===== src/rtl/uart_irq_pkg.sv =====
// Package: uart_irq_pkg
// Shared bit positions, register addresses and the status bundle of the
// UART interrupt controller. Assumes the status bits sit below the event bits.
package uart_irq_pkg;

    localparam int unsigned IRQ_TX_WM    = 0;
    localparam int unsigned IRQ_RX_WM    = 1;
    localparam int unsigned IRQ_TX_EMPTY = 2;
    localparam int unsigned NUM_STATUS   = 3;

    typedef enum logic [1:0] {
        ADDR_STATE  = 2'd0,
        ADDR_ENABLE = 2'd1,
        ADDR_TEST   = 2'd2,
        ADDR_RSVD   = 2'd3
    } reg_addr_e;

    // Packed so that tx_wm lands on bit 0 and tx_empty on bit 2.
    typedef struct packed {
        logic tx_empty;
        logic rx_wm;
        logic tx_wm;
    } status_t;

endpackage


===== src/rtl/uart_irq_thresh.sv =====
// Module: uart_irq_thresh
// Decodes a watermark level code to a threshold of 2^code, clamped to SAT.
// With HAS_OFF set, the all-ones code marks the watermark as inactive.
// Assumes SAT fits in the threshold width derived from DEPTH.
module uart_irq_thresh #(
    parameter int unsigned DEPTH   = 32,
    parameter int unsigned SAT     = 16,
    parameter bit          HAS_OFF = 1'b0,
    parameter int unsigned CODE_W  = 3,
    localparam int unsigned TW     = $clog2(DEPTH + 1)
) (
    input  logic [CODE_W-1:0] code_i,
    output logic [TW-1:0]     thr_o,
    output logic              active_o
);

    logic [31:0] pow_w;

    // Power-of-two threshold with saturation.
    always_comb begin
        pow_w = 32'd1 << code_i;
        if (pow_w > SAT) begin
            pow_w = SAT;
        end
        thr_o = pow_w[TW-1:0];
    end

    // Variant selection: the receive decoder has an off code, the transmit one does not.
    generate
        if (HAS_OFF) begin : g_off
            assign active_o = (code_i != '1);
        end else begin : g_on
            assign active_o = 1'b1;
        end
    endgenerate

endmodule


===== src/rtl/uart_irq_status.sv =====
// Module: uart_irq_status
// Forms the three level-type status bits from live queue levels and thresholds.
// Purely combinational, so the bits follow their inputs in the same cycle.
module uart_irq_status
    import uart_irq_pkg::*;
#(
    parameter int unsigned TX_DEPTH = 32,
    parameter int unsigned RX_DEPTH = 64,
    localparam int unsigned TX_LW   = $clog2(TX_DEPTH + 1),
    localparam int unsigned RX_LW   = $clog2(RX_DEPTH + 1)
) (
    input  logic [TX_LW-1:0] tx_level_i,
    input  logic [RX_LW-1:0] rx_level_i,
    input  logic [TX_LW-1:0] tx_thr_i,
    input  logic [RX_LW-1:0] rx_thr_i,
    input  logic             rx_active_i,
    output status_t          status_o
);

    // Level comparisons against the decoded thresholds.
    always_comb begin
        status_o.tx_wm    = (tx_level_i < tx_thr_i);
        status_o.rx_wm    = rx_active_i && (rx_level_i >= rx_thr_i);
        status_o.tx_empty = (tx_level_i == '0);
    end

endmodule


===== src/rtl/uart_irq_evt_bank.sv =====
// Module: uart_irq_evt_bank
// Holds the latched event bits: each one sets on a pulse or a test write and
// clears on write-1. A set in the same cycle overrides a clear.
module uart_irq_evt_bank #(
    parameter int unsigned NUM_EVT = 5
) (
    input  logic               clk_i,
    input  logic               rst_ni,
    input  logic [NUM_EVT-1:0] evt_i,
    input  logic [NUM_EVT-1:0] set_i,
    input  logic [NUM_EVT-1:0] clr_i,
    output logic [NUM_EVT-1:0] state_o
);

    generate
        for (genvar k = 0; k < NUM_EVT; k++) begin : g_bit
            // One sticky flag per event source.
            always_ff @(posedge clk_i) begin
                if (!rst_ni) begin
                    state_o[k] <= 1'b0;
                end else if (evt_i[k] || set_i[k]) begin
                    state_o[k] <= 1'b1;
                end else if (clr_i[k]) begin
                    state_o[k] <= 1'b0;
                end
            end
        end
    endgenerate

endmodule


===== src/rtl/uart_irq_ctrl.sv =====
// Module: uart_irq_ctrl
// UART interrupt controller: combines live status bits with latched event bits
// into the interrupt word and gates them with the enable mask onto the request lines.
// Assumes the queue levels never exceed their depths and register accesses take one cycle.
module uart_irq_ctrl
    import uart_irq_pkg::*;
#(
    parameter int unsigned TX_DEPTH = 32,
    parameter int unsigned RX_DEPTH = 64,
    parameter int unsigned NUM_EVT  = 5,
    parameter int unsigned CODE_W   = 3,
    localparam int unsigned TX_LW   = $clog2(TX_DEPTH + 1),
    localparam int unsigned RX_LW   = $clog2(RX_DEPTH + 1),
    localparam int unsigned NUM_IRQ = NUM_STATUS + NUM_EVT
) (
    input  logic               clk_i,
    input  logic               rst_ni,
    input  logic [TX_LW-1:0]   tx_level_i,
    input  logic [RX_LW-1:0]   rx_level_i,
    input  logic [CODE_W-1:0]  tx_lvl_code_i,
    input  logic [CODE_W-1:0]  rx_lvl_code_i,
    input  logic [NUM_EVT-1:0] evt_i,
    input  logic               reg_we_i,
    input  logic [1:0]         reg_addr_i,
    input  logic [NUM_IRQ-1:0] reg_wdata_i,
    output logic [NUM_IRQ-1:0] reg_rdata_o,
    output logic [NUM_IRQ-1:0] intr_state_o,
    output logic [NUM_IRQ-1:0] irq_o
);

    logic [TX_LW-1:0]      tx_thr;
    logic [RX_LW-1:0]      rx_thr;
    logic                  tx_active;
    logic                  rx_active;
    status_t               status;
    logic [NUM_STATUS-1:0] test_st_q;
    logic [NUM_IRQ-1:0]    enable_q;
    logic [NUM_EVT-1:0]    evt_state;
    logic [NUM_EVT-1:0]    evt_set;
    logic [NUM_EVT-1:0]    evt_clr;
    logic                  wr_state;
    logic                  wr_enable;
    logic                  wr_test;

    uart_irq_thresh #(
        .DEPTH   (TX_DEPTH),
        .SAT     (TX_DEPTH / 2),
        .HAS_OFF (1'b0),
        .CODE_W  (CODE_W)
    ) tx_thresh_i (
        .code_i   (tx_lvl_code_i),
        .thr_o    (tx_thr),
        .active_o (tx_active)
    );

    uart_irq_thresh #(
        .DEPTH   (RX_DEPTH),
        .SAT     (RX_DEPTH - 2),
        .HAS_OFF (1'b1),
        .CODE_W  (CODE_W)
    ) rx_thresh_i (
        .code_i   (rx_lvl_code_i),
        .thr_o    (rx_thr),
        .active_o (rx_active)
    );

    uart_irq_status #(
        .TX_DEPTH (TX_DEPTH),
        .RX_DEPTH (RX_DEPTH)
    ) status_i (
        .tx_level_i  (tx_level_i),
        .rx_level_i  (rx_level_i),
        .tx_thr_i    (tx_active ? tx_thr : '0),
        .rx_thr_i    (rx_thr),
        .rx_active_i (rx_active),
        .status_o    (status)
    );

    // Register write decode.
    always_comb begin
        wr_state  = reg_we_i && (reg_addr_i == ADDR_STATE);
        wr_enable = reg_we_i && (reg_addr_i == ADDR_ENABLE);
        wr_test   = reg_we_i && (reg_addr_i == ADDR_TEST);
        evt_clr   = wr_state ? reg_wdata_i[NUM_IRQ-1:NUM_STATUS] : '0;
        evt_set   = wr_test  ? reg_wdata_i[NUM_IRQ-1:NUM_STATUS] : '0;
    end

    uart_irq_evt_bank #(
        .NUM_EVT (NUM_EVT)
    ) evt_bank_i (
        .clk_i   (clk_i),
        .rst_ni  (rst_ni),
        .evt_i   (evt_i),
        .set_i   (evt_set),
        .clr_i   (evt_clr),
        .state_o (evt_state)
    );

    // Enable mask register.
    always_ff @(posedge clk_i) begin
        if (!rst_ni) begin
            enable_q <= '0;
        end else if (wr_enable) begin
            enable_q <= reg_wdata_i;
        end
    end

    // One-cycle forced assertion of status bits from a test write.
    always_ff @(posedge clk_i) begin
        if (!rst_ni) begin
            test_st_q <= '0;
        end else begin
            test_st_q <= wr_test ? reg_wdata_i[NUM_STATUS-1:0] : '0;
        end
    end

    // Interrupt word and gated request lines.
    always_comb begin
        intr_state_o = {evt_state, (NUM_STATUS'(status) | test_st_q)};
        irq_o        = intr_state_o & enable_q;
    end

    // Read data multiplexer.
    always_comb begin
        unique case (reg_addr_i)
            ADDR_STATE:  reg_rdata_o = intr_state_o;
            ADDR_ENABLE: reg_rdata_o = enable_q;
            default:     reg_rdata_o = '0;
        endcase
    end

endmodule


===== config.mk =====
export PLATFORM = sky130hd
export DESIGN_NAME = uart_irq_ctrl
export DESIGN_NICKNAME = d
export VERILOG_FILES = /design/src/rtl/uart_irq_pkg.sv /design/src/rtl/uart_irq_thresh.sv /design/src/rtl/uart_irq_status.sv /design/src/rtl/uart_irq_evt_bank.sv /design/src/rtl/uart_irq_ctrl.sv
export SDC_FILE = /design/constraint.sdc
export NUM_CORES = 1
export LEC_CHECK = 0
export BUFFER_PORTS_ARGS = -buffer_cell sky130_fd_sc_hd__buf_2
export CORE_MARGIN = 1.5
export CORE_UTILIZATION = 35
export CTS_CLUSTER_DIAMETER = 60
export DETAILED_ROUTE_END_ITERATION = 7
export PLACE_DENSITY_LB_ADDON = 0.05
export SLEW_MARGIN = 0
export SYNTH_ARGS = -nofsm -noshare
export SYNTH_HDL_FRONTEND = slang
export SYNTH_HIERARCHICAL = 1
export SYNTH_SLANG_ARGS = --single-unit

===== constraint.sdc =====
create_clock -name clk_i -period 2.42 [get_ports clk_i]
set_clock_uncertainty 0.15 [all_clocks]
set_input_delay 0.121 -clock clk_i [delete_from_list [all_inputs] [get_ports clk_i]]
set_output_delay 0.121 -clock clk_i [all_outputs]
set_load 0.02 [all_outputs]

**Word level (Yosys, flattened, before mapping)**

Index checks and enable logic that the tools add are counted.

- Order comparisons: 4
- Eq/ne operators: 3
- Shifts and indexed selects: 2
- Muxes and demuxes: 15
- Bitwise logic cells: 2
- Reductions and logical operators: 17

Operator list:

| kind | number |
|---|---|
| $shl A1 B3 Y32 const A | 2 |
| $gt A32 B5 Y1 const B | 1 |
| $gt A32 B6 Y1 const B | 1 |
| $pmux W8 S2 | 1 |
| $mux W1 | 10 |
| $mux W5 | 2 |
| $reduce_bool A2 Y1 | 5 |
| $and A8 B8 Y8 | 1 |
| $ge A7 B7 Y1 | 1 |
| $mux W7 | 1 |
| $logic_not A6 Y1 | 1 |
| $lt A6 B6 Y1 | 1 |
| $mux W6 | 1 |
| $logic_or A1 B1 Y1 | 5 |
| $logic_and A1 B1 Y1 | 4 |
| $ne A3 B3 Y1 const B | 1 |
| $or A3 B3 Y3 | 1 |
| $eq A2 B1 Y1 const B | 1 |
| $eq A2 B2 Y1 const B | 1 |
| $logic_not A2 Y1 | 1 |
| $reduce_and A2 Y1 | 1 |

- Flip-flop bits (word level): 16
- Input bits: 37
- Output and inout bits: 24
- Logic and storage cells: 50

**Logic depth before layout (Yosys ltp)**

Gate-level depths: netlist of run 1.

- Depth after elaboration: 7
- Gate-level depth with buffers: 9
- Depth with buffers taken out: 9

**Hierarchy**

The synthesis of run 1 kept the hierarchy.

By module, submodules not included:

| module | instances | cells an instance | area an instance (µm²) | seq. area each (µm²) |
|---|---|---|---|---|
| uart_irq_ctrl | 1 | 93 | 732.0 | 220.2 |
| uart_irq_status | 1 | 42 | 317.8 | 0.0 |
| uart_irq_evt_bank | 1 | 15 | 175.2 | 100.1 |
| uart_irq_thresh (rx_thresh_i) | 1 | 14 | 71.3 | 0.0 |
| uart_irq_thresh (tx_thresh_i) | 1 | 9 | 55.1 | 0.0 |

**Worst setup path before layout of run 1**

Ideal clock, no wire load.

- Path type: input to output
- Start: input rx_lvl_code_i[2]
- End: output irq_o[1]
- Data arrival time: 1.714 ns
- Data required time: 2.149 ns
- Path slack: 0.435 ns
- Stages: 9
- Buffers on the path: 0
- Path through: or3b_1 > o21ai_2 > inv_1 > ha_1 > a21o_1 > a31oi_1 > o21ai_1 > or2_2 > and2_1

RTL lines:

| element | RTL line | text |
|---|---|---|
| from (decl) | uart_irq_ctrl.sv:21 | `input logic [CODE_W-1:0] rx_lvl_code_i,` |
| to (decl) | uart_irq_ctrl.sv:28 | `output logic [NUM_IRQ-1:0] irq_o` |

==> results of run 1 <==
-- power groups by stage --
stage | Combinational, mW | Sequential, mW | Clock, mW
5_1_grt | 0.248 | 0.286 | 0.252
4_1_cts | 0.223 | 0.284 | 0.242
6_report | 0.221 | 0.284 | 0.232
3_3_place_gp | 0.201 | 0.289 | 0
3_5_place_dp | 0.207 | 0.290 | 0
2_1_floorplan | 0.127 | 0.296 | 0
-- layer usage --
layer / vias to the layer above / wire, um
li1: 716 / -
met1: 605 / 1470
met2: 38 / 1500
met3: 2 / 132
met4: 0 / 16
met5: - / 0
-- state kept, by name, indices dropped and copies added (netlist names) --
| name | flops |
|---|---|
| evt_bank_i/state_o | 5 |
| enable_q | 8 |
| test_st_q | 3 |
-- final cells by class --
| type | count | area [um^2] | share of cell area |
|---|---|---|---|
| clock buffers | 4 | 55.1 | 0.0300 |
| multi-input cells | 134 | 918 | 0.500 |
| flip-flops and latches | 16 | 320 | 0.174 |
| inverters | 14 | 52.6 | 0.0286 |
| repair buffers | 73 | 430 | 0.234 |
| well taps | 48 | 60.1 | 0.0327 |
-- worst max-delay path by stage --
stage / start / end / slack (ns) / depth (start not counted)
floorplan: rx_lvl_code_i[2] / irq_o[1] / 0.43 / 9
global placement: rx_lvl_code_i[2] / irq_o[1] / 0.28 / 11
detailed placement: rx_lvl_code_i[2] / irq_o[1] / 0.25 / 11
CTS: rx_lvl_code_i[2] / irq_o[1] / 0.24 / 11
global route: rx_lvl_code_i[2] / irq_o[1] / 0.08 / 11
finish: rx_lvl_code_i[2] / irq_o[1] / 0.23 / 11
-- stage by stage --
stage | setup slack, ns | util | instance area, um^2 | cells | hold WS (ns)
floorplan | 0.435 | - | 1350 | 173 | 0.0927
global placement | 0.280 | 0.448 | 1650 | 272 | 0.189
CTS | 0.239 | 0.498 | 1840 | 289 | 0.134
detailed placement | 0.250 | 0.448 | 1650 | 272 | 0.196
finish | 0.228 | 0.498 | 1840 | 289 | 0.137
global route | 0.0832 | 0.498 | 1840 | 289 | 0.154
-- cells by family (layout without fill, tap and decap cells) --
family | Yosys count | count (layout)
buf+inv | 23 | 91
fa+ha+maj | 12 | 12
compound gates | 18 | 18
simple gates | 88 | 88
other cells | 3 | 3
mux | 13 | 13
flops | 16 | 16
-- cell usage in the layout, fill, tap and decap left out --
| cell | n |
|---|---|
| o21ai_2 | 1 |
| a221oi_1 | 1 |
| and3_1 | 6 |
| o21ai_1 | 1 |
| mux2i_1 | 13 |
| nor3b_1 | 3 |
| nand3_1 | 1 |
| or2_2 | 3 |
| nor3_1 | 8 |
| nand2b_1 | 1 |
| a21oi_1 | 3 |
| o21ai_0 | 2 |
| a31oi_1 | 1 |
| nor2b_1 | 10 |
| and4_1 | 1 |
| and2_1 | 22 |
| clkbuf_8 | 4 |
| or4_4 | 1 |
| and4b_1 | 1 |
| dlygate4sd3_1 | 13 |
| inv_1 | 14 |
| ha_1 | 12 |
| nor2_1 | 9 |
| nand2_1 | 18 |
| a21o_1 | 2 |
| a2bb2oi_1 | 1 |
| nor3_2 | 1 |
| a211oi_1 | 1 |
| buf_2 | 60 |
| and3b_1 | 2 |
| dfxtp_1 | 16 |
| o31a_1 | 5 |
| or3b_1 | 1 |
| conb_1 | 3 |
-- what timing repair did --
item	in CTS	in global routing
endpoints found under the setup margin	0	0
hold buffers	13	0
setup buffers	0	0
endpoints found under the hold margin	16	0
-- worst max-delay path, delay by kind of cell --
family / cells / cell delay, ns
simple gates: 3 / 0.56
compound gates: 3 / 0.55
buf+inv: 4 / 0.42
fa+ha+maj: 1 / 0.28
==> impl_metrics.json, run 1 <==
{
  "status": "completed",
  "crit_path_end_kind": "output pin",
  "cp.required_ns": 2.15,
  "cts_repair_resize_count": 0,
  "synth_seq_area_share": 0.237,
  "internal_power_mw": 0.526,
  "wl_mm": 3.12,
  "worstPathArrival_ns": 1.92,
  "ys_async_sr_fraction": 0,
  "avgViaCountPerCell": 4.71,
  "area_delta_synth_final_pct": 35.9,
  "groute.usage.overall": 0.148,
  "avgRoutedWirePerCell_um": 10.8,
  "final_layout_size_suffix_gt1_frac": 0.290,
  "final.fill_count": 382,
  "dieArea_um2": 4240,
  "vias": 1361,
  "netlist_area_um2": 1350,
  "relSlewSlack": 0.598,
  "port_buffers": 60,
  "netlist_top_cells_area": "dfxtp_1 (24%), ha_1 (11%), and2_1 (10%)",
  "report.final.setup_viol": 0,
  "share_of_synthesized_cell_area_in_and_or_nand_and_nor_gates": 0.369,
  "synth_most_common_cell": "and2_1",
  "timing.setup.critical_path_class": "in -> out",
  "worst_hold_path.endpoint": "evt_bank_i/state_o[0]$_SDFFE_PN0P_",
  "power_frac_comb": 0.300,
  "grt_max_degree": 23,
  "lkg_pwr_nw": 0.945,
  "core_area_um2": 3690,
  "detailedRoute.firstPassIterationCount": 4,
  "globalRouteMet2Util": 0.278,
  "clkPwrFrac": 0.315,
  "syn-mean-instance-area_um2": 7.81,
  "global_routing_usage_on_met1": 0.174,
  "drcViolationCount": 0,
  "path_max_fanout": 5,
  "sequentialPowerShare": 0.385,
  "final_hold_viol_count": 0,
  "whs_path_depth": 2,
  "tritoncts_clock_tree": "built",
  "std_cell_rows": 22,
  "p_total_mw": 0.737,
  "synth.distinct_cells": 35,
  "yosys_warnings": 6,
  "area_share_of_xor_xnor_cells_in_the_synthesized_design": 0,
  "power.switching_fraction": 0.287,
  "cts_htree_levels": 1,
  "ctsLongestPathBuffers": 2,
  "max_slew.worst_pin.slew_ns": 0.601,
  "initial_utilization": 0.366,
  "synth_top_family_by_area": "simple AND/OR/NAND/NOR gates",
  "synth_top_flop_cell": "dfxtp_1",
  "reg2reg_slack_ns": 1.47,
  "dp_hpwl_mm": 2.43,
  "global_route_wire_length_before_repair_mm": 5.05,
  "multiplexer_area_fraction_after_synthesis": 0.0963,
  "num_antenna_cells": 0,
  "hold_path_startpoint": "rst_ni",
  "detail_route.iter0.violations": 27,
  "timing_max_transition_violations_final": 0,
  "grt_total_ovfl": 0,
  "clk_pin_slew_worst_paths_ns": 0.06,
  "cpPeakStageDelay_ns": 0.28,
  "power.ir.vdd_worst_mv": 0.337,
  "dieHeight_um": 65.1,
  "numClockSinks": 16,
  "power_switching_mw": 0.211,
  "synth_seq_cells": 16,
  "synthesis.nets": 222,
  "place_congestion": 0.729,
  "critical_path.startpoint_type": "input pin",
  "period_share": 0.906,
  "cell_pwr_density_nw_per_um2": 401,
  "synth-compound-area-share": 0.0954,
  "most_common_library_cells_after_synthesis": "and2_1 (22), nand2_1 (18), dfxtp_1 (16)",
  "yosys.area.top_type_share": 0.237,
  "synth_enable_flop_cells": 0,
  "synth_top_area_cell": "dfxtp_1",
  "timing.fmax_mhz": 456,
  "critical-path-slowest-cell": "ha_1",
  "timing.final.crit_period_ns": 2.19,
  "clock_latency_ns": 0.24,
  "first_global_vias": 1231,
  "crit-reg2reg-launch": "evt_bank_i/state_o[2]$_SDFFE_PN0P_",
  "post_synth_inst_count": 173,
  "rsz0062_at_grt": "no",
  "gr-max-usage-layer": "met2",
  "cts_made_buffers": 3,
  "initial_antenna_violation_count": 0,
  "timing.hold.worst.class": "in -> reg",
  "synthAdderAreaFrac": 0.111,
  "gr-usage-met3": 0.0154,
  "fin_tns_setup_ns": 0,
  "final_nets": 291,
  "cp_cell_sequence": "buf_2 -> inv_1 -> nor2_1 -> inv_1 -> ha_1 -> a211oi_1 -> a2bb2oi_1 -> o21ai_1 -> or2_2 -> and2_1 -> buf_2",
  "clock-root-buffer": "clkbuf_8",
  "floorplan.io_pins": 61,
  "worst_r2r_endpoint": "evt_bank_i/state_o[2]$_SDFFE_PN0P_",
  "count_of_nets_left_with_antenna_violations_after_detail_routing": 0,
  "die_x_um": 65.1,
  "rr_worst_depth": 2,
  "maxCapViolations": 0
}
Note: power is estimated with default switching activity, not from simulation.
==> run 2: changes to the inputs <==
--- a/config.mk
+++ b/config.mk
@@ -12,2 +12,3 @@
 export DETAILED_ROUTE_END_ITERATION = 7
+export HOLD_SLACK_MARGIN = 0.06
 export PLACE_DENSITY_LB_ADDON = 0.05
==> constraint.sdc (replaced) <==
create_clock -name clk_i -period 2.42 [get_ports clk_i]
set_clock_uncertainty 0.15 [all_clocks]
set_input_delay 0.484 -clock clk_i [delete_from_list [all_inputs] [get_ports clk_i]]
set_output_delay 0.484 -clock clk_i [all_outputs]
set_load 0.02 [all_outputs]
==> impl_metrics.json, run 2 (synthesis results as in run 1) <==
{
  "std_cell_rows": 22,
  "dp_hpwl_mm": 2.46,
  "drcViolationCount": 0,
  "count_of_nets_left_with_antenna_violations_after_detail_routing": 0,
  "path_max_fanout": 4,
  "tritoncts_clock_tree": "built",
  "biggest_regs": "enable_q x8, evt_bank_i/state_o x5, test_st_q x3",
  "port_buffers": 60,
  "whs_path_depth": 2,
  "floorplan.io_pins": 61,
  "final_hold_viol_count": 0,
  "cts_htree_levels": 1,
  "timing.final.crit_period_ns": 2.78,
  "largest_register_ff_count": 8,
  "timing.setup.critical_path_class": "in -> out",
  "status": "finished with violations",
  "numClockSinks": 16,
  "detailedRoute.firstPassIterationCount": 5,
  "core_area_um2": 3690,
  "maxCapViolations": 0,
  "reg2reg_slack_ns": 1.48,
  "first_global_vias": 1234,
  "initial_utilization": 0.366,
  "detailedPlace.worstSlack_ns": -0.419,
  "rsz0062_at_grt": "yes",
  "detail_route.iter0.violations": 22,
  "power.ir.vdd_worst_mv": 0.208,
  "fin_hold_ws_ns": 0.307,
  "largest_register": "enable_q",
  "worst_hold_path.endpoint": "test_st_q[1]$_SDFF_PN0_",
  "vias": 1321,
  "dpl.cell_count": 276,
  "relSlewSlack": 0.650,
  "lkg_pwr_nw": 0.937,
  "p_total_mw": 0.724,
  "layout_setup_ws_ns": -0.356,
  "crit_path_end_kind": "output pin",
  "grt_total_ovfl": 0,
  "initial_antenna_violation_count": 0,
  "fin_tns_setup_ns": -1.51,
  "max_slew.worst_pin.slew_ns": 0.524,
  "clock_latency_ns": 0.24,
  "timing_max_transition_violations_final": 0,
  "num_antenna_cells": 0,
  "cell_pwr_density_nw_per_um2": 385,
  "report.final.setup_viol": 6,
  "detailed_place.area_um2": 1720,
  "crit-reg2reg-launch": "evt_bank_i/state_o[3]$_SDFFE_PN0P_",
  "avgViaCountPerCell": 4.72,
  "grt_max_degree": 23,
  "clock-root-buffer": "clkbuf_8",
  "ctsLongestPathBuffers": 2,
  "finalNonFillerCells": 280,
  "worst_r2r_endpoint": "evt_bank_i/state_o[3]$_SDFFE_PN0P_",
  "timing.fmax_mhz": 360,
  "final_core_area_utilization": 0.509,
  "critical_path.startpoint_type": "input pin",
  "die_x_um": 65.1,
  "clk_pin_slew_worst_paths_ns": 0.06,
  "wl_mm": 3.12,
  "final_nets": 283,
  "period_share": 1.15,
  "groute.usage.overall": 0.152,
  "mostFrequentLayoutCell": "buf_2",
  "rr_worst_depth": 2,
  "fin_area_um2": 1880,
  "hold_path_startpoint": "reg_wdata_i[1]",
  "hold_buffers": 0,
  "global_route_wire_length_before_repair_mm": 5.23,
  "violations": "negative setup slack",
  "layout.cells.most_common_list": "buf_2 (49), and2_1 (20), nand2_1 (17)",
  "cp.required_ns": 1.79,
  "dieArea_um2": 4240,
  "area_delta_synth_final_pct": 39.1,
  "cts_made_buffers": 3,
  "final_layout_size_suffix_gt1_frac": 0.392,
  "worstPathArrival_ns": 2.14,
  "dieHeight_um": 65.1,
  "timing.hold.worst.class": "in -> reg",
  "avgRoutedWirePerCell_um": 11.1,
  "place_congestion": 0.752
}
run 2: power breakdown:
group	switching, mW	leakage, nW	internal [mW]
combinational	0.123	0.784	0.124
sequential	0.00869	0.131	0.276
clock	0.0820	0.0216	0.110
total	0.214	0.937	0.510
run 2: final cells by class:
cell class                 instances  area (um^2)
clock buffer                       3         41.3
fill                             376         1810
inverter                          14         52.6
multi-input combinational        134         1000
sequential                        16          320
tap                               48         60.1
timing repair buffer              65          403
run 2: timing repair:
item / CTS / global route
hold endpoints to repair: 0 / 0
pin swaps: 11 / 9
endpoints found under the setup margin: 6 / 6
buffers inserted: 0 / 1
gates resized for setup: 17 / 13
run 2: critical path, stage by stage:
cell	delay [ns]
buf_6	0.10
or3b_1	0.38
o21ai_2	0.07
inv_1	0.05
ha_2	0.15
a21o_1	0.14
a31oi_1	0.16
o21ai_1	0.11
or2_4	0.24
and2_4	0.14
buf_6	0.12
run 2: metal layers:
metal / vias to the layer above / wire [um] / GRT usage
met4: 0 / 23 / 0.0469
met2: 41 / 1480 / 0.278
met5: - / 0 / 0
met3: 2 / 169 / 0.0103
li1: 698 / - / -
met1: 580 / 1450 / 0.190
run 2: worst max path at each step:
stage	startpoint	to	slack, ns	cells past startpoint
global placement	rx_lvl_code_i[1]	irq_o[1]	-0.37	11
CTS	rx_lvl_code_i[2]	irq_o[1]	-0.36	11
finish	rx_lvl_code_i[2]	irq_o[1]	-0.36	11
global route	rx_lvl_code_i[2]	irq_o[1]	-0.46	11
detailed placement	rx_lvl_code_i[1]	irq_o[1]	-0.42	11
floorplan	rx_lvl_code_i[1]	irq_o[1]	-0.13	9
